`config.mk`:
```
export PLATFORM = sky130hd
export DESIGN_NAME = enc8b10b_top
export DESIGN_NICKNAME = d
export VERILOG_FILES = /design/src/rtl/enc8b10b_pkg.sv /design/src/rtl/enc_kcheck.sv /design/src/rtl/enc_sub6.sv /design/src/rtl/enc_sub4.sv /design/src/rtl/enc8b10b_top.sv
export SDC_FILE = /design/constraint.sdc
export NUM_CORES = 1
export LEC_CHECK = 0
export ABC_AREA = 1
export BUFFER_PORTS_ARGS = -buffer_cell sky130_fd_sc_hd__buf_2
export CAP_MARGIN = 30
export CORE_MARGIN = 2
export CORE_UTILIZATION = 46
export CTS_CLUSTER_DIAMETER = 40
export DETAILED_ROUTE_END_ITERATION = 7
export PLACE_DENSITY = 0.73
export RECOVER_POWER = 50
export SETUP_SLACK_MARGIN = 0.3
export SLEW_MARGIN = 25
export SYNTH_ARGS = -nofsm -noshare
export SYNTH_HDL_FRONTEND = slang
export SYNTH_SLANG_ARGS = --single-unit
```
`constraint.sdc`:
```
create_clock -name clk -period 6.69 [get_ports clk]
set_input_delay 1.338 -clock clk [delete_from_list [all_inputs] [get_ports clk]]
set_output_delay 1.338 -clock clk [all_outputs]
set_load 0.05 [all_outputs]
```
`src/rtl/enc8b10b_pkg.sv`:
```
// Package: shared widths, the idle byte and the negative-disparity code
// tables of the 8b/10b line code.
// Assumes: tables hold the form used when the entering disparity is negative.
package enc8b10b_pkg;

    localparam int BYTE_W = 8;
    localparam int CODE_W = 10;
    localparam int SIX_W  = 6;
    localparam int FOUR_W = 4;
    localparam int X_W    = 5;
    localparam int Y_W    = 3;

    localparam logic [BYTE_W-1:0] IDLE_BYTE = 8'hBC;   // K28.5
    localparam logic [X_W-1:0]    X_K28     = 5'd28;
    localparam logic [SIX_W-1:0]  K28_SIX   = 6'b001111;
    localparam logic [FOUR_W-1:0] ALT7_FOUR = 4'b0111;

    // One request as seen by the coding stage.
    typedef struct packed {
        logic              en;
        logic              idle;
        logic              ctrl;
        logic [BYTE_W-1:0] data;
        logic              frc;
        logic              disp;
    } enc_req_t;

    // 6-bit abcdei code of D.x at negative disparity.
    function automatic logic [SIX_W-1:0] six_neg(input logic [X_W-1:0] x);
        case (x)
            5'd0:  return 6'b100111;  5'd1:  return 6'b011101;
            5'd2:  return 6'b101101;  5'd3:  return 6'b110001;
            5'd4:  return 6'b110101;  5'd5:  return 6'b101001;
            5'd6:  return 6'b011001;  5'd7:  return 6'b111000;
            5'd8:  return 6'b111001;  5'd9:  return 6'b100101;
            5'd10: return 6'b010101;  5'd11: return 6'b110100;
            5'd12: return 6'b001101;  5'd13: return 6'b101100;
            5'd14: return 6'b011100;  5'd15: return 6'b010111;
            5'd16: return 6'b011011;  5'd17: return 6'b100011;
            5'd18: return 6'b010011;  5'd19: return 6'b110010;
            5'd20: return 6'b001011;  5'd21: return 6'b101010;
            5'd22: return 6'b011010;  5'd23: return 6'b111010;
            5'd24: return 6'b110011;  5'd25: return 6'b100110;
            5'd26: return 6'b010110;  5'd27: return 6'b110110;
            5'd28: return 6'b001110;  5'd29: return 6'b101110;
            5'd30: return 6'b011110;  default: return 6'b101011;
        endcase
    endfunction

    // 4-bit fghj code of D.y at negative disparity (primary form for y=7).
    function automatic logic [FOUR_W-1:0] four_d_neg(input logic [Y_W-1:0] y);
        case (y)
            3'd0: return 4'b1011;  3'd1: return 4'b1001;
            3'd2: return 4'b0101;  3'd3: return 4'b1100;
            3'd4: return 4'b1101;  3'd5: return 4'b1010;
            3'd6: return 4'b0110;  default: return 4'b1110;
        endcase
    endfunction

    // 4-bit fghj code of K.y at negative disparity.
    function automatic logic [FOUR_W-1:0] four_k_neg(input logic [Y_W-1:0] y);
        case (y)
            3'd0: return 4'b1011;  3'd1: return 4'b0110;
            3'd2: return 4'b1010;  3'd3: return 4'b1100;
            3'd4: return 4'b1101;  3'd5: return 4'b0101;
            3'd6: return 4'b1001;  default: return 4'b0111;
        endcase
    endfunction

endpackage

```
`src/rtl/enc_kcheck.sv`:
```
// Control-character legality check.
// Does: reports whether a byte is one of the twelve legal control characters.
// Assumes: x = byte[4:0], y = byte[7:5]; purely combinational.
module enc_kcheck
    import enc8b10b_pkg::*;
(
    input  logic [BYTE_W-1:0] byte_in,
    output logic              legal
);
    logic [X_W-1:0] x;
    logic [Y_W-1:0] y;

    assign x = byte_in[X_W-1:0];
    assign y = byte_in[BYTE_W-1:X_W];

    // K28.y for any y, or Kx.7 for the four x values that allow it.
    always_comb begin
        legal = (x == X_K28) ||
                ((y == 3'd7) && ((x == 5'd23) || (x == 5'd27) ||
                                 (x == 5'd29) || (x == 5'd30)));
    end
endmodule

```
`src/rtl/enc_sub6.sv`:
```
// 5b/6b sub-block coder.
// Does: maps x to abcdei for the entering disparity and gives the
// disparity after the block.
// Assumes: k28 is set only for a legal K28.y; combinational.
module enc_sub6
    import enc8b10b_pkg::*;
(
    input  logic [X_W-1:0]   x,
    input  logic             k28,
    input  logic             rd_in,
    output logic [SIX_W-1:0] six,
    output logic             rd_mid
);
    logic [SIX_W-1:0] base;
    logic             unbal;
    logic             invert_ok;

    // Pick the negative-disparity form and decide whether a positive entry complements it.
    always_comb begin
        base      = k28 ? K28_SIX : six_neg(x);
        unbal     = ($countones(base) != 3);
        invert_ok = unbal || (!k28 && (x == 5'd7));
        six       = (rd_in && invert_ok) ? ~base : base;
        rd_mid    = rd_in ^ unbal;
    end
endmodule

```
`src/rtl/enc_sub4.sv`:
```
// 3b/4b sub-block coder.
// Does: maps y to fghj for the disparity left by the 6-bit block and picks
// the alternate y=7 form when the e and i bits would make a long run.
// Assumes: kmode is set only for a legal control character; combinational.
module enc_sub4
    import enc8b10b_pkg::*;
(
    input  logic [Y_W-1:0]    y,
    input  logic              kmode,
    input  logic              rd_mid,
    input  logic              e_bit,
    input  logic              i_bit,
    output logic [FOUR_W-1:0] four,
    output logic              rd_out
);
    logic              use_alt;
    logic [FOUR_W-1:0] base;
    logic              unbal;
    logic              invert_ok;

    // Choose the base code, then complement it for a positive entry where the code asks.
    always_comb begin
        use_alt   = (y == 3'd7) &&
                    ((!rd_mid && e_bit && i_bit) || (rd_mid && !e_bit && !i_bit));
        if (kmode)
            base = four_k_neg(y);
        else if (use_alt)
            base = ALT7_FOUR;
        else
            base = four_d_neg(y);
        unbal     = ($countones(base) != 2);
        invert_ok = kmode || unbal || (y == 3'd3);
        four      = (rd_mid && invert_ok) ? ~base : base;
        rd_out    = rd_mid ^ unbal;
    end
endmodule

```
`src/rtl/enc8b10b_top.sv`:
```
// 8b/10b line encoder with idle fill, disparity override and chain output.
// Does: optional input register, coding stage with the running-disparity
// register, optional output register (LONG_PIPE picks 3 or 1 cycles).
// Assumes: synchronous active-low reset; disparity 0 = negative.
module enc8b10b_top
    import enc8b10b_pkg::*;
#(
    parameter bit LONG_PIPE = 1'b1
) (
    input  logic              clk,
    input  logic              rst_n,
    input  logic              in_ctrl,
    input  logic              in_en,
    input  logic              idle_fill,
    input  logic [BYTE_W-1:0] in_byte,
    input  logic              ext_disp,
    input  logic              ext_disp_sel,
    output logic              ctrl_err,
    output logic [CODE_W-1:0] code_out,
    output logic              code_valid,
    output logic              disp_out,
    output logic              disp_chain
);
    enc_req_t req_in;
    enc_req_t req_s;

    assign req_in = '{en: in_en, idle: idle_fill, ctrl: in_ctrl, data: in_byte,
                      frc: ext_disp_sel, disp: ext_disp};

    generate
        if (LONG_PIPE) begin : g_in_reg
            enc_req_t req_q;
            // Register the request for the long pipeline.
            always_ff @(posedge clk) begin
                if (!rst_n) req_q <= '0;
                else        req_q <= req_in;
            end
            assign req_s = req_q;
        end else begin : g_in_wire
            assign req_s = req_in;
        end
    endgenerate

    // ---------------- coding stage ----------------
    logic              word;
    logic [BYTE_W-1:0] sel_byte;
    logic              sel_ctrl;
    logic              legal;
    logic              k_ok;
    logic              bad_k;
    logic              rd_q;
    logic              cur_rd;
    logic [SIX_W-1:0]  six;
    logic [FOUR_W-1:0] four;
    logic              rd_mid;
    logic              rd_out;

    // Select the byte to code: offered byte, else the idle comma.
    always_comb begin
        word     = req_s.en || req_s.idle;
        sel_byte = req_s.en ? req_s.data : IDLE_BYTE;
        sel_ctrl = req_s.en ? req_s.ctrl : 1'b1;
        k_ok     = sel_ctrl && legal;
        bad_k    = req_s.en && req_s.ctrl && !legal;
        cur_rd   = req_s.frc ? req_s.disp : rd_q;
    end

    enc_kcheck u_kcheck (
        .byte_in (sel_byte),
        .legal   (legal)
    );

    enc_sub6 u_sub6 (
        .x      (sel_byte[X_W-1:0]),
        .k28    (k_ok && (sel_byte[X_W-1:0] == X_K28)),
        .rd_in  (cur_rd),
        .six    (six),
        .rd_mid (rd_mid)
    );

    enc_sub4 u_sub4 (
        .y      (sel_byte[BYTE_W-1:X_W]),
        .kmode  (k_ok),
        .rd_mid (rd_mid),
        .e_bit  (six[1]),
        .i_bit  (six[0]),
        .four   (four),
        .rd_out (rd_out)
    );

    assign disp_chain = word ? rd_out : cur_rd;

    logic [CODE_W-1:0] code_b;
    logic              valid_b;
    logic              err_b;

    // Capture the coded word and update the stored disparity.
    always_ff @(posedge clk) begin
        if (!rst_n) begin
            code_b  <= '0;
            valid_b <= 1'b0;
            err_b   <= 1'b0;
            rd_q    <= 1'b0;
        end else begin
            code_b  <= word ? {six, four} : '0;
            valid_b <= word;
            err_b   <= bad_k;
            if (word) rd_q <= rd_out;
        end
    end

    // Idle request yields one of the two K28.5 forms.
    p_idle_comma_r6: assert property (@(posedge clk) disable iff (!rst_n)
        (!req_s.en && req_s.idle) |=> (code_b == 10'h0FA || code_b == 10'h305));
    // An error flag only travels with a coded word.
    p_err_with_word_r5: assert property (@(posedge clk) disable iff (!rst_n)
        err_b |-> valid_b);
    // No request: stored disparity holds.
    p_hold_disp_r7: assert property (@(posedge clk) disable iff (!rst_n)
        !word |=> $stable(rd_q));
    // Empty slot carries an all-zero word.
    p_empty_zero_r7: assert property (@(posedge clk) disable iff (!rst_n)
        !valid_b |-> (code_b == '0));
    // Word weight stays within one of balance.
    p_weight_r3: assert property (@(posedge clk) disable iff (!rst_n)
        valid_b |-> ($countones(code_b) >= 4 && $countones(code_b) <= 6));
    // Balanced word keeps the disparity, unbalanced flips it.
    p_neutral_r3: assert property (@(posedge clk) disable iff (!rst_n)
        word |=> (($countones(code_b) == 5) == (rd_q == $past(cur_rd))));
    // A heavy word leaves positive disparity.
    p_heavy_pos_r9: assert property (@(posedge clk) disable iff (!rst_n)
        (valid_b && $countones(code_b) == 6) |-> rd_q);

    // ---------------- output stage ----------------
    generate
        if (LONG_PIPE) begin : g_out_reg
            logic [CODE_W-1:0] code_c;
            logic              valid_c;
            logic              err_c;
            logic              disp_c;
            // Register the outputs for the long pipeline.
            always_ff @(posedge clk) begin
                if (!rst_n) begin
                    code_c  <= '0;
                    valid_c <= 1'b0;
                    err_c   <= 1'b0;
                    disp_c  <= 1'b0;
                end else begin
                    code_c  <= code_b;
                    valid_c <= valid_b;
                    err_c   <= err_b;
                    disp_c  <= rd_q;
                end
            end
            assign code_out   = code_c;
            assign code_valid = valid_c;
            assign ctrl_err   = err_c;
            assign disp_out   = disp_c;
        end else begin : g_out_wire
            assign code_out   = code_b;
            assign code_valid = valid_b;
            assign ctrl_err   = err_b;
            assign disp_out   = rd_q;
        end
    endgenerate
endmodule

```
Word level (Yosys, flattened, before mapping). Memory sizes are Yosys's and may differ from the RTL's. Cells that the tools add are included.

Add/sub/neg operators: 8. Equal/unequal tests: 15. Mux-type cells: 11. Bitwise gates (word level): 4. Reductions and logical operators: 29.

Operators with widths (count): 32-bit adder (3); 32-bit by 3-bit inequality test with 1-bit output (second input constant) (2); 4-bit one-hot mux with 7 select lines (2); 5-bit == test (second input constant) (5); 1-bit logical AND (13); 3-bit == test (second input constant) (4); 4-bit 2-to-1 mux (3); 6-bit 2-to-1 mux (2); 1-bit by 1-bit adder with 2-bit output (5); 1-bit logical OR (9); 8-bit 2-to-1 mux (1); 3-bit by 2-bit == test with 1-bit output (second input constant) (2); 6-bit inverter (1); 5-bit by 3-bit == test with 1-bit output (second input constant) (1); 1-bit logical NOT (5); 4-bit inverter (1); 3-bit by 1-bit == test with 1-bit output (second input constant) (1); 3-bit logical NOT (1); 1-bit 2-to-1 mux (3); 2-bit AND reduction (1); 1-bit XOR (2).

Register bits after elaboration: 39. ROM bits: 192. Bits of input ports: 15. Output and inout bits: 14. Logic and storage cells: 82. Memories: 1.

Memories: (name not given) (depth 32, width 6, read ports 1, clocked after memory_dff 0, wr ports 0, line enc8b10b_pkg.sv:30) `case (x)`.

Logic depth before layout (Yosys ltp).
Depth in word-level cells: 31. Gate-level depth with buffers: 36. Mapped depth without buffers: 35.

Cells and area by module. Synthesis repeated with hierarchy kept, for this count alone.

Cell total of the unflattened synthesis: 344. Area total of the unflattened synthesis: 2307.2 sq um.

By module, submodules not included: enc8b10b_top (times used 1, cells each 153, area each 1272.5 sq um, seq. area each 780.7 sq um); enc_sub6 (times used 1, cells each 114, area each 651.9 sq um, seq. area each 0.0 sq um); enc_sub4 (times used 1, cells each 63, area each 324.1 sq um, seq. area each 0.0 sq um); enc_kcheck (times used 1, cells each 14, area each 58.8 sq um, seq. area each 0.0 sq um).

Worst setup path after synthesis. No wires, ideal clock.

Path kind: reg-to-output. Start: register g_in_reg.req_q[12] (netlist bit). End: output port disp_chain. Arrival time: 4879 ps. Data required time: 5352 ps. Setup slack: 473 ps. Stages on the path, launching flop included: 32. Buffers on the path: 1. Cells stage by stage: dfxtp_1 > buf_6 > nand2_1 > inv_1 > ha_1 > o21ai_0 > a21oi_1 > o21a_1 > a31oi_1 > nand2_1 > inv_1 > ha_1 > fa_1 > ha_1 > nand3_1 > nand2_1 > inv_1 > nor2_1 > inv_1 > nand3_1 > nand3_2 > nand3_4 > nand2_1 > nand2_1 > inv_1 > ha_1 > or2_2 > and3_1 > inv_1 > nor2_1 > o21ai_0 > o21ai_0.

Longest elaborated chain between the ends: 29. Elaborated cells between the ends (all ways): 58. Classes of those cells: add/sub: 8; eq/ne: 15; mux: 9; bitwise: 3; reduce/logical: 22; memory: 1.

Ends and longest elaborated chain: from (decl) (line enc8b10b_top.sv:32) `enc_req_t req_q;`; from (signal assigned) (line enc8b10b_top.sv:36) `else req_q <= req_in;`; 8-bit 2-to-1 mux (line enc8b10b_top.sv:61) `sel_byte = req_s.en ? req_s.data : IDLE_BYTE;`; 5-bit == test (line enc_kcheck.sv:19) `((y == 3'd7) && ((x == 5'd23) || (x == 5'd27) ||`; 1-bit logical OR (2 in a row) (line enc_kcheck.sv:19); 1-bit logical OR (line enc_kcheck.sv:20) `(x == 5'd29) || (x == 5'd30)));`; 1-bit logical AND (line enc_kcheck.sv:19); 1-bit logical OR (line enc_kcheck.sv:18) `legal = (x == X_K28) ||`; 1-bit logical AND (line enc8b10b_top.sv:63) `k_ok = sel_ctrl && legal;`; 1-bit logical AND (line enc8b10b_top.sv:75) `.k28 (k_ok && (sel_byte[X_W-1:0] == X_K28)),`; [12 not listed]; 1-bit logical AND (line enc_sub4.sv:23) `use_alt = (y == 3'd7) &&`; 4-bit 2-to-1 mux (line enc_sub4.sv:27) `else if (use_alt)`; 4-bit 2-to-1 mux (line enc_sub4.sv:25) `if (kmode)`; 1-bit by 1-bit adder with 2-bit output (implied by the code) (line enc_sub4.sv:31) `unbal = ($countones(base) != 2);`; 32-bit adder (implied by the code) (line enc_sub4.sv:31); 32-bit by 3-bit inequality test with 1-bit output (line enc_sub4.sv:31); 1-bit XOR (line enc_sub4.sv:34) `rd_out = rd_mid ^ unbal;`; 1-bit 2-to-1 mux (*) (line enc8b10b_top.sv:91) `assign disp_chain = word ? rd_out : cur_rd;`; to (decl) (line enc8b10b_top.sv:22) `output logic disp_chain`.

Mark *: on every way between the ends. The rest lies on a longest branch, timed or not.

Worst setup path after layout. Same ends and word-level chain as after synthesis.

==> results <==
- Of the cells placed in the final design, the portion with a size suffix greater than 1 is 0.267.
- The number of cell rows is 25.
- After the last flow step, the layout net total stands at 394.
- The number of global-route vias before repair is 1685.
- The run finished with clean final reports.
- The combinational power share is 0.388.
- Of the total power, the clock network draws 0.222.
- The setup TNS is 0 ps.
- For this design, the CTS-stage hold fixing added 0 buffers.
- The kind of end point of the critical path is an output port.
- Counting the buffers created by CTS gives 5.
- The critical path is of the flop to output port type.
- Yosys mapped a number of flops with a built-in enable equal to 0.
- The H-tree was split into 2 levels.
- The count of port buffers added during placement is 28.
- Setup repair after global routing left no endpoint under its margin.
- The dominant cell by count in the synthesized netlist is sky130_fd_sc_hd__nand2_1.
- The I/O pin count is 29.
- For this configuration, the core starts out at a cell density of 0.482.
- The worst path in the final design needs a cycle of 6180 ps, including I/O delays and setup.
- The design draws 666 uW.
- The sum of routed wire length over all layers is 4580 um.
- The clock latency on the worst-skew pair is 280 ps.
- The max-slew violation count is 0.
- The count of nets left with antenna violations once routing finished came out at 0.
- The core area is 4790 um^2.
- The cell type of the slowest stage on the worst timing path is sky130_fd_sc_hd__fa_1.
- Dividing the detail-routed via count by the number of cells gives 4.71.
- The register bit total from synthesis is 39.
- The worst-case clock skew is 3.82 ps.
- Entering global routing, the biggest net connects 28 pins.
- The share of synthesized registers carrying an async set or reset is 0.
- The data arrival at the endpoint of the critical path is 4840 ps.
- For this run, the register share of the synthesized area comes to 0.338.
- After routing the design area is 2800 um^2.
- The leakage component of the power is 1.53 nW.
- The utilization after layout is 0.584.
- The switching fraction of total power is 0.372.
- The total power divided by cell area is 238 nW/um^2.
- The detailed router placed 2007 vias in this run.
- The repair_antennas step left the layout with diodes totalling 0.
- Setup violations remaining at the end of the flow were counted as 0.
- The upper clock frequency limit is 162 MHz.
- In the post-synthesis netlist, the biggest area contributors are sky130_fd_sc_hd__dfxtp_1 (34%), sky130_fd_sc_hd__nand2_1 (14%), sky130_fd_sc_hd__ha_1 (10%), sky130_fd_sc_hd__inv_1 (9.6%), sky130_fd_sc_hd__nor2_1 (4.1%).
- In this run the power spent charging and discharging nets is 248 uW.
- The number of nets produced by synthesis is 355.
- The timing startpoint of the critical path is g_in_reg.req_q[12].
- The maximum cell stage delay along the critical path is 480 ps.
- The cell sitting at the root of the clock tree is a sky130_fd_sc_hd__clkbuf_8.
- The internal portion of the total power is 418 uW.
- For this run, the leading register cell type out of synthesis is sky130_fd_sc_hd__dfxtp_1.
- TritonCTS built the clock tree.
- The number of iterations in the first detailed-routing pass is 4.
- The area of the die is 5600 um^2.
- The path category of the worst min-delay check is flop to flop.
- In the final routed layout, each cell accounts on average for 10.7 um.
- The wire length of the first global-routing pass is 7280 um.
- The number of hold violations in the final report is 0.
- The count of clock tree sinks is 39.
- Counting every instance in the synthesized netlist gives 319.
- By count the netlist is led by sky130_fd_sc_hd__nand2_1 (86), sky130_fd_sc_hd__inv_1 (59), sky130_fd_sc_hd__dfxtp_1 (39).
- The launch instance of the worst register-to-register path is g_in_reg.req_q[12].
- The required time at the worst-slack endpoint is 5350 ps.
- The filler cells instantiated in the layout total 464.
- The worst pin sits at a relative slew slack of 0.274.
- The count of unresolved DRC violations after routing is 0.
- Clock-pin slew was measured on the worst setup and hold paths at 70 ps.
- The hold path startpoint is code_b[4].
- Counting along the longest clock path gives a buffer depth of 2.
- For this run, the total global-route usage over all layers was measured as 0.169.
- The width of the die is 74.8 um.
- The number of antenna violations at the first check in global routing came to 0.
- The peak fanout along the critical path is 6.
- The average footprint of a synthesized cell is 7.24 um^2.
- The most numerous cell type found on the critical path is sky130_fd_sc_hd__nand2_1.
- The detailed router finished its first iteration with 101 violations.
- The worst setup path is launched from a flop.
- After synthesis, the netlist uses 37 different library cells.
- The cell area after synthesis is 2310 um^2.
- The peak ir drop on the vdd network is 0.136 mV.
- The number of placed instances with taps included is 410.
- The largest total area in the synthesized netlist belongs to sky130_fd_sc_hd__dfxtp_1.
- The finished layout holds 426 standard cells, fillers aside.
- The placer's final routability congestion estimate is 0.945.
- During synthesis, Yosys emitted a total of 0 warnings.
- The transition time at the pin with the least slew margin is 1090 ps.
- The area growth from synthesis to layout is 21.1%.
- The max capacitance violation total is 0.
- The die is 74.8 um tall.
- The share of the synthesized area in the top cell type is 0.338.
- In the finished design, the share of the clock period the worst path needs comes to 0.924.
- The share of total power dissipated in sequential elements is 0.390.
- The wire-length estimate of the detail-placed layout is 3340 um.
- The remaining global-route overflow is 0.
- The placement-stage cell area is 2510 um^2.
==> state kept, by name (all words and copies together), names as in the netlist <==
register,flops
g_in_reg.req_q,13
code_b,10
code_out,10
code_valid,1
ctrl_err,1
disp_out,1
err_b,1
rd_q,1
valid_b,1
==> worst max-delay path, delay by kind of cell, from the launching register on <==
family	cells	cell delay [ps]
flops	1	390
simple gates	16	1860
buf+inv	8	650
fa+ha+maj	4	1080
compound gates	5	580
==> path summary, 6_finish.rpt <==
check | slack [ps] | end | depth (start not counted)
max | 510 | disp_chain | 33
min | 410 | code_out[4] | 2
max reg2reg | 1910 | code_b[0] | 34
min reg2reg | 410 | code_out[4] | 2
==> cells by family after synthesis <==
group / after synthesis / synth area share
buf+inv: 70 / 0.124
fa+ha+maj: 21 / 0.120
compound gates: 37 / 0.0981
flops: 39 / 0.338
xor+xnor: 1 / 0.00379
simple gates: 151 / 0.316
==> final cells by class <==
class | instances | area, um^2 | share of cell area
timing repair buffer | 37 | 220 | 0.0787
tap | 67 | 83.8 | 0.0300
inverter | 65 | 254 | 0.0908
sequential | 39 | 786 | 0.281
clock inverter | 2 | 12.5 | 0.00447
clock buffer | 6 | 72.6 | 0.0260
multi-input combinational | 210 | 1370 | 0.489
==> cell usage in the layout (no fill, tap or decap), types with 3 or more instances in the layout <==
cell type and n:
sky130_fd_sc_hd__nand3_1 16, sky130_fd_sc_hd__nand2_2 6, sky130_fd_sc_hd__dfxtp_1 37, sky130_fd_sc_hd__nor2_4 6, sky130_fd_sc_hd__buf_4 8, sky130_fd_sc_hd__o21ai_1 4
sky130_fd_sc_hd__o21ai_0 3, sky130_fd_sc_hd__ha_4 3, sky130_fd_sc_hd__nand2_4 3, sky130_fd_sc_hd__inv_2 8, sky130_fd_sc_hd__a21oi_1 13, sky130_fd_sc_hd__inv_1 54
sky130_fd_sc_hd__ha_2 3, sky130_fd_sc_hd__a21oi_2 3, sky130_fd_sc_hd__nand3_2 6, sky130_fd_sc_hd__ha_1 13, sky130_fd_sc_hd__clkbuf_8 5, sky130_fd_sc_hd__o211ai_1 4
sky130_fd_sc_hd__buf_2 26, sky130_fd_sc_hd__nand2_1 81, sky130_fd_sc_hd__nor2_1 22
==> power by group through the flow <==
stage	registers (mW)	logic (mW)	clock network [mW]
2_1_floorplan	0.282	0.156	0
3_3_place_gp	0.264	0.214	0
3_5_place_dp	0.264	0.215	0
4_1_cts	0.259	0.223	0.154
5_1_grt	0.262	0.285	0.165
6_report	0.259	0.258	0.148
==> layer usage <==
metal	wire length [um]	GRT usage
met4	73	0.0694
met1	2200	0.231
met5	0	0
met2	2120	0.254
met3	184	0.0402
==> metrics by stage <==
stage                     hold WS [ps]  setup WS [ps]
after floorplan                    390            473
after global placement             394            456
after detailed placement           397            446
after CTS                          415            304
after global routing               437            199
final                              412            509
==> timing repair <==
action / in CTS / in global routing
gates cloned: 0 / 0
gates resized for setup: 7 / 39
endpoints found under the setup margin: 1 / 1
buffers inserted: 1 / 7
pin swaps: 1 / 18
No activity file was read; power rests on OpenSTA's default activity.
